$ cat config.mk
export PLATFORM = sky130hd
export DESIGN_NAME = cfgld_autoloader
export DESIGN_NICKNAME = d
export VERILOG_FILES = /design/src/rtl/cfgld_pkg.sv /design/src/rtl/cfgld_walker.sv /design/src/rtl/cfgld_parser.sv /design/src/rtl/cfgld_station.sv /design/src/rtl/cfgld_autoloader.sv
export SDC_FILE = /design/constraint.sdc
export NUM_CORES = 1
export LEC_CHECK = 0
export ABC_AREA = 1
export BUFFER_PORTS_ARGS = -buffer_cell sky130_fd_sc_hd__buf_2
export CORE_ASPECT_RATIO = 1.25
export CORE_MARGIN = 8
export CORE_UTILIZATION = 45
export CTS_BUF_LIST = sky130_fd_sc_hd__clkbuf_4 sky130_fd_sc_hd__clkbuf_8 sky130_fd_sc_hd__clkbuf_16
export CTS_CLUSTER_DIAMETER = 80
export CTS_CLUSTER_SIZE = 16
export DETAILED_ROUTE_END_ITERATION = 12
export PLACE_DENSITY = 0.66
export SLEW_MARGIN = 40
export SYNTH_ARGS = -nofsm -noshare
export SYNTH_HDL_FRONTEND = slang
export SYNTH_SLANG_ARGS = --single-unit
$ cat constraint.sdc
create_clock -name clk -period 5.15 [get_ports clk]
set_clock_uncertainty 0.1 [all_clocks]
set_input_delay 0.7725 -clock clk [delete_from_list [all_inputs] [get_ports clk]]
set_output_delay 0.7725 -clock clk [all_outputs]
set_load 0.02 [all_outputs]
$ cat src/rtl/cfgld_pkg.sv
package cfgld_pkg;

  typedef enum logic [1:0] {
    WK_LOAD = 2'd0,
    WK_READ = 2'd1,
    WK_DONE = 2'd2
  } walk_st_t;

  localparam logic [7:0] TAG_MARK = 8'h5A;

  function automatic logic is_tag(input logic [31:0] w);
    return w[7:0] == TAG_MARK;
  endfunction

  function automatic logic [15:0] tag_target(input logic [31:0] w);
    return w[31:16];
  endfunction

  // byte k of the address sits at bits [47-8k -: 8]
  function automatic logic [47:0] pack_station(input logic [31:0] lo_w,
                                               input logic [31:0] hi_w);
    logic [7:0] b [6];
    b[0] = hi_w[15:8];
    b[1] = hi_w[7:0];
    b[2] = lo_w[31:24];
    b[3] = lo_w[23:16];
    b[4] = lo_w[15:8];
    b[5] = lo_w[7:0];
    return {b[0], b[1], b[2], b[3], b[4], b[5]};
  endfunction

  function automatic logic unicast_ok(input logic [47:0] a);
    return (a != 48'd0) && !a[40];
  endfunction

endpackage

$ cat src/rtl/cfgld_walker.sv
module cfgld_walker
  import cfgld_pkg::*;
#(
  parameter int          ADDR_W    = 20,
  parameter logic [31:0] BASE_EE   = 32'h0000_0100,
  parameter logic [31:0] BASE_FL   = 32'h0001_F000,
  parameter int          MAX_WORDS = 64
) (
  input  logic              clk,
  input  logic              rst_n,
  input  logic              src_flash,
  input  logic              rd_ack,
  input  logic              stop_req,
  output logic              rd_req,
  output logic [ADDR_W-1:0] rd_addr,
  output logic              word_fire,
  output logic              done
);

  localparam int CNT_W = $clog2(MAX_WORDS + 1);
  localparam logic [ADDR_W-1:0] ALIGN_MASK = ~ADDR_W'(3);
  localparam logic [ADDR_W-1:0] START_EE = ADDR_W'(BASE_EE) & ALIGN_MASK;
  localparam logic [ADDR_W-1:0] START_FL = ADDR_W'(BASE_FL) & ALIGN_MASK;
  localparam logic [ADDR_W-1:0] STEP = ADDR_W'(4);

  walk_st_t          st;
  logic [CNT_W-1:0]  cnt;
  logic              last_word;

  assign rd_req    = (st == WK_READ);
  assign done      = (st == WK_DONE);
  assign word_fire = rd_req && rd_ack;
  assign last_word = (cnt == CNT_W'(MAX_WORDS - 1));

  always_ff @(posedge clk or negedge rst_n) begin
    if (!rst_n) begin
      st      <= WK_LOAD;
      rd_addr <= '0;
      cnt     <= '0;
    end else begin
      unique case (st)
        WK_LOAD: begin
          rd_addr <= src_flash ? START_FL : START_EE;
          cnt     <= '0;
          st      <= WK_READ;
        end
        WK_READ: begin
          if (word_fire) begin
            cnt <= cnt + CNT_W'(1);
            if (stop_req || last_word) st <= WK_DONE;
            else rd_addr <= rd_addr + STEP;
          end
        end
        default: st <= WK_DONE;
      endcase
    end
  end

  a_r2_aligned: assert property (@(posedge clk) disable iff (!rst_n)
    rd_req |-> rd_addr[1:0] == 2'b00);

  a_r2_step: assert property (@(posedge clk) disable iff (!rst_n)
    (word_fire && !stop_req && !last_word) |=> rd_req && (rd_addr == $past(rd_addr) + STEP));

  a_r2_hold: assert property (@(posedge clk) disable iff (!rst_n)
    (rd_req && !rd_ack) |=> rd_req && $stable(rd_addr));

  a_r7_bound: assert property (@(posedge clk) disable iff (!rst_n)
    cnt <= CNT_W'(MAX_WORDS));

  a_r7_limit_ends: assert property (@(posedge clk) disable iff (!rst_n)
    (word_fire && last_word) |=> done);

  a_r10_sticky: assert property (@(posedge clk) disable iff (!rst_n)
    done |=> done && !rd_req);

endmodule

$ cat src/rtl/cfgld_parser.sv
module cfgld_parser
  import cfgld_pkg::*;
#(
  parameter logic [15:0] STA_OFS = 16'h0140
) (
  input  logic        clk,
  input  logic        rst_n,
  input  logic        word_fire,
  input  logic [31:0] rd_data,
  input  logic        rd_err,
  output logic        stop_req,
  output logic [31:0] lo_word,
  output logic [31:0] hi_word
);

  localparam logic [15:0] STA_HI_OFS = STA_OFS + 16'd4;

  logic        want_tag;
  logic [15:0] target;
  logic        take;
  logic        lo_load;
  logic        hi_load;

  assign stop_req = word_fire && (rd_err || (want_tag && !is_tag(rd_data)));
  assign take     = word_fire && !stop_req;
  assign lo_load  = take && !want_tag && (target == STA_OFS);
  assign hi_load  = take && !want_tag && (target == STA_HI_OFS);

  always_ff @(posedge clk or negedge rst_n) begin
    if (!rst_n) begin
      want_tag <= 1'b1;
      target   <= '0;
      lo_word  <= '0;
      hi_word  <= '0;
    end else if (take) begin
      if (want_tag) begin
        target   <= tag_target(rd_data);
        want_tag <= 1'b0;
      end else begin
        if (lo_load) lo_word <= rd_data;
        if (hi_load) hi_word <= rd_data;
        want_tag <= 1'b1;
      end
    end
  end

  a_r3_alternate: assert property (@(posedge clk) disable iff (!rst_n)
    take |=> (want_tag != $past(want_tag)));

  a_r4_lo_capture: assert property (@(posedge clk) disable iff (!rst_n)
    lo_load |=> lo_word == $past(rd_data));

  a_r4_hi_capture: assert property (@(posedge clk) disable iff (!rst_n)
    hi_load |=> hi_word == $past(rd_data));

  a_r6_err_no_load: assert property (@(posedge clk) disable iff (!rst_n)
    (word_fire && rd_err) |=> $stable(lo_word) && $stable(hi_word));

endmodule

$ cat src/rtl/cfgld_station.sv
module cfgld_station
  import cfgld_pkg::*;
(
  input  logic [31:0] lo_word,
  input  logic [31:0] hi_word,
  input  logic        done,
  output logic [47:0] station_addr,
  output logic        addr_valid
);

  always_comb begin
    station_addr = pack_station(lo_word, hi_word);
    addr_valid   = done && unicast_ok(station_addr);
  end

endmodule

$ cat src/rtl/cfgld_autoloader.sv
module cfgld_autoloader
  import cfgld_pkg::*;
#(
  parameter int          ADDR_W    = 20,
  parameter logic [31:0] BASE_EE   = 32'h0000_0100,
  parameter logic [31:0] BASE_FL   = 32'h0001_F000,
  parameter int          MAX_WORDS = 64,
  parameter logic [15:0] STA_OFS   = 16'h0140
) (
  input  logic              clk,
  input  logic              rst_n,
  input  logic              src_flash,
  output logic              rd_req,
  output logic [ADDR_W-1:0] rd_addr,
  input  logic              rd_ack,
  input  logic [31:0]       rd_data,
  input  logic              rd_err,
  output logic [47:0]       station_addr,
  output logic              done,
  output logic              addr_valid
);

  logic        word_fire;
  logic        stop_req;
  logic [31:0] lo_word;
  logic [31:0] hi_word;

  cfgld_walker #(
    .ADDR_W(ADDR_W), .BASE_EE(BASE_EE), .BASE_FL(BASE_FL), .MAX_WORDS(MAX_WORDS)
  ) u_walker (
    .clk(clk), .rst_n(rst_n), .src_flash(src_flash), .rd_ack(rd_ack),
    .stop_req(stop_req), .rd_req(rd_req), .rd_addr(rd_addr),
    .word_fire(word_fire), .done(done)
  );

  cfgld_parser #(.STA_OFS(STA_OFS)) u_parser (
    .clk(clk), .rst_n(rst_n), .word_fire(word_fire), .rd_data(rd_data),
    .rd_err(rd_err), .stop_req(stop_req), .lo_word(lo_word), .hi_word(hi_word)
  );

  cfgld_station u_station (
    .lo_word(lo_word), .hi_word(hi_word), .done(done),
    .station_addr(station_addr), .addr_valid(addr_valid)
  );

  a_r5_stop_ends: assert property (@(posedge clk) disable iff (!rst_n)
    stop_req |=> done && !rd_req);

  a_r9_valid_needs_done: assert property (@(posedge clk) disable iff (!rst_n)
    addr_valid |-> done && (station_addr != 48'd0));

  a_r9_group_bit: assert property (@(posedge clk) disable iff (!rst_n)
    addr_valid |-> !station_addr[40]);

  a_r1_idle_before_done: assert property (@(posedge clk) disable iff (!rst_n)
    !done |-> !addr_valid);

endmodule

==> impl_metrics.yaml <==
pwr:
  intPower_w: 0.00112
  p_switching_w: 0.000298
  leakage_nw: 2.91
  clockPowerShare_pct: 45.7
  vdd_drop_max_mv: 0.196
  sw_frac_of_total_pct: 21.0
  pwr-share-seq_pct: 51.0
  p_comb_share_pct: 3.4
  cellPowerDensity_nw_per_um2: 266
  p_total_w: 0.00142
finish:
  nets: 673
  drive_above_1_share_pct: 26.4
  design_area_um2: 5350
  syn_to_final_growth_pct: 19.7
  post-route-util_pct: 55.4
timing:
  timing.fmax_ghz: 0.389
  rsz0062_at_grt: "false"
  min_period_ps: 2570
  fin_crit_sh_pct: 49.9
  tightest_slew_ps: 653
  finalSetupViolCount: 0
  hold_viol_final: 0
  fin_tns_setup_ps: 0
  relSlewSlack_pct: 56.4
  drv_slew: 0
clocking:
  cts_buffers: 9
  cts-hold-fix-buffers: 0
  cts_tree: "yes"
  cts_root_buffer: "clkbuf_16"
  clk_latency_ps: 340
  post_cts_resized: 0
  clock_path_buffers: 2
  clk_pin_slew_ps: 70
  htree_levels: 3
  cts_num_sinks: 92
  post_cts_buffers: 0
synth:
  yosysTopAreaCell: "dfrtp_1"
  synth_seq_cells: 92
  synth_warnings: 0
  syn_avg_cell_area_um2: 8.38
  synth-async-reset-ratio_pct: 100
  synth-simple-area-share_pct: 26.0
  seq_area_frac_synth_pct: 51.6
  synth_common_cells: "nand2_1, dfrtp_1, inv_1, nor2_1, o21ai_1"
  synth_compound_area_share_pct: 13.0
  synthMuxAreaShare_pct: 0
  yosysUniqueCellTypes: 37
  synthFlopType: "dfrtp_1"
  synth-xor-area-share_pct: 0.392
  synth_area_um2: 4470
  synth-edff-count: 0
  syn_inst: 533
  yosys.area_share.adder_pct: 0.560
  synth_top_family_by_area: "simple AND/OR/NAND/NOR gates"
  yosysMostFrequentCell: "nand2_1"
  netlist.area_leader.share_pct: 51.0
  synth_area_leaders: "dfrtp_1, nand2_1, o21ai_2"
global_routing:
  grt_pass1_wl_mm: 18.9
  grt_pass1_vias: 4019
  antenna_found_initial: 1
  grtUsageTotal_pct: 17.1
  grt_max_degree: 65
  grt.overflow.total: 0
critical_path:
  slowest_delay_ps: 400
  start_kind: "register"
  crit_fanout: 3
  rrSetupSlack_ps: 3080
  worstPathRequired_ps: 4280
  worst_path_max_delay_cell: "dfrtp_1"
  worstPathArrival_ps: 1700
  worstSetupEndpointType: "primary output"
  crit_type: "reg2out"
  worstPathCellList: "nor4_1 > nand3b_1 > nor2_1 > a21oi_1 > buf_2"
die:
  core_um2: 9660
  row_count: 40
  die_w_um: 105
  ioPinCount: 108
  die_h_um: 127
  dieArea_um2: 13400
  start_util_pct: 46.3
place:
  dpl_cell_area_um2: 5030
  gp_congestion: 0.875
  hpwlAfterDp_mm: 8.26
  port_buffers: 105
detailed_routing:
  routed_wl_mm: 11.1
  drt_iter0_markers: 153
  via_per_inst: 4.99
  drc: 0
  wl_met3_um: 517
  wl_per_cell_um: 14.5
  firstDrtPassIters: 4
  dr.max_layer_used: "met4"
  route.met2.wl_mm: 5.78
  met1_length_mm: 4.66
  routed-via-count: 3825
  drt.antenna.violating_nets: 0
run_status:
  outcome: "finished clean"
run:
  max_cap_violations: 0
hold_path:
  hold_class: "in2async"
worst max-delay path, delay by kind of cell (launching register included):
| kind | cells | cell delay (ps) |
|---|---|---|
| compound gates | 1 | 80 |
| simple gates | 3 | 730 |
| flops | 1 | 400 |
| buf+inv | 1 | 160 |
final timing paths:
path / from / to / depth (start not counted)
max: u_parser.lo_word[25] / addr_valid / 5
min: rst_n / u_walker.rd_addr[11] / 1
max reg2reg: u_parser.target[13] / u_parser.lo_word[31] / 7
min reg2reg: u_parser.target[5] / u_parser.target[5] / 2
max in group asynchronous: rst_n / u_walker.rd_addr[19] / 2
min in group clk: u_parser.target[5] / u_parser.target[5] / 2
metrics by stage:
| stage | instances | hold WS, ps | worst slack, ps |
|---|---|---|---|
| final | 766 | 324 | 2580 |
| after floorplan | 534 | 350 | 3050 |
| after global placement | 748 | 369 | 2470 |
| after global routing | 766 | 366 | 2540 |
| after detailed placement | 748 | 370 | 2570 |
| after CTS | 764 | 338 | 2530 |
placed cells by master (no fill, tap or decap), drive strengths merged, types with 4 or more instances in the layout:
cell type,instances
a21oi,12
buf,107
clkbuf,11
clkinv,5
dfrtp,91
inv,63
nand2,156
nand3,37
nand3b,5
nand4,4
nor2,42
nor3,8
nor4,10
o21ai,75
power by group through the flow:
stage,combinational (W),clock [W],sequential (W)
floorplan,0.0000172,0,0.000738
global placement,0.0000489,0,0.000738
detailed placement,0.0000496,0,0.000738
CTS,0.0000499,0.000666,0.000724
global route,0.0000563,0.000691,0.000724
finish,0.0000482,0.000649,0.000724
metal layers:
metal | vias to the layer above | global-route usage [%]
met1 | 1794 | 18.9
li1 | 1925 | -
met3 | 15 | 4.48
met5 | - | 0
met4 | 0 | 6.57
met2 | 91 | 30.7
cell type report:
cell class              count  area, um2
inverters                  64        240
multi-input cells         360       1800
well taps                 126        158
clock buffers              11        240
diodes                      1       2.50
repair buffers            107        556
fillers                   921       4310
flip-flops and latches     92       2300
clock inverters             5       53.8
registers in the layout, indices dropped and copies added (netlist names):
| register | count |
|---|---|
| u_parser.hi_word | 16 |
| u_parser.lo_word | 32 |
| u_parser.target | 16 |
| u_parser.want_tag | 1 |
| u_walker.cnt | 7 |
| u_walker.rd_addr | 18 |
| u_walker.st | 2 |
cell families after synthesis:
logic type	after synthesis
buffers and inverters	82
AOI/OAI and AO/OA	91
other	1
xor gates and xnor gates	2
DFF	92
adders and majority gates	2
and+or+nand+nor	263
Power figures use the tool's default switching activity.
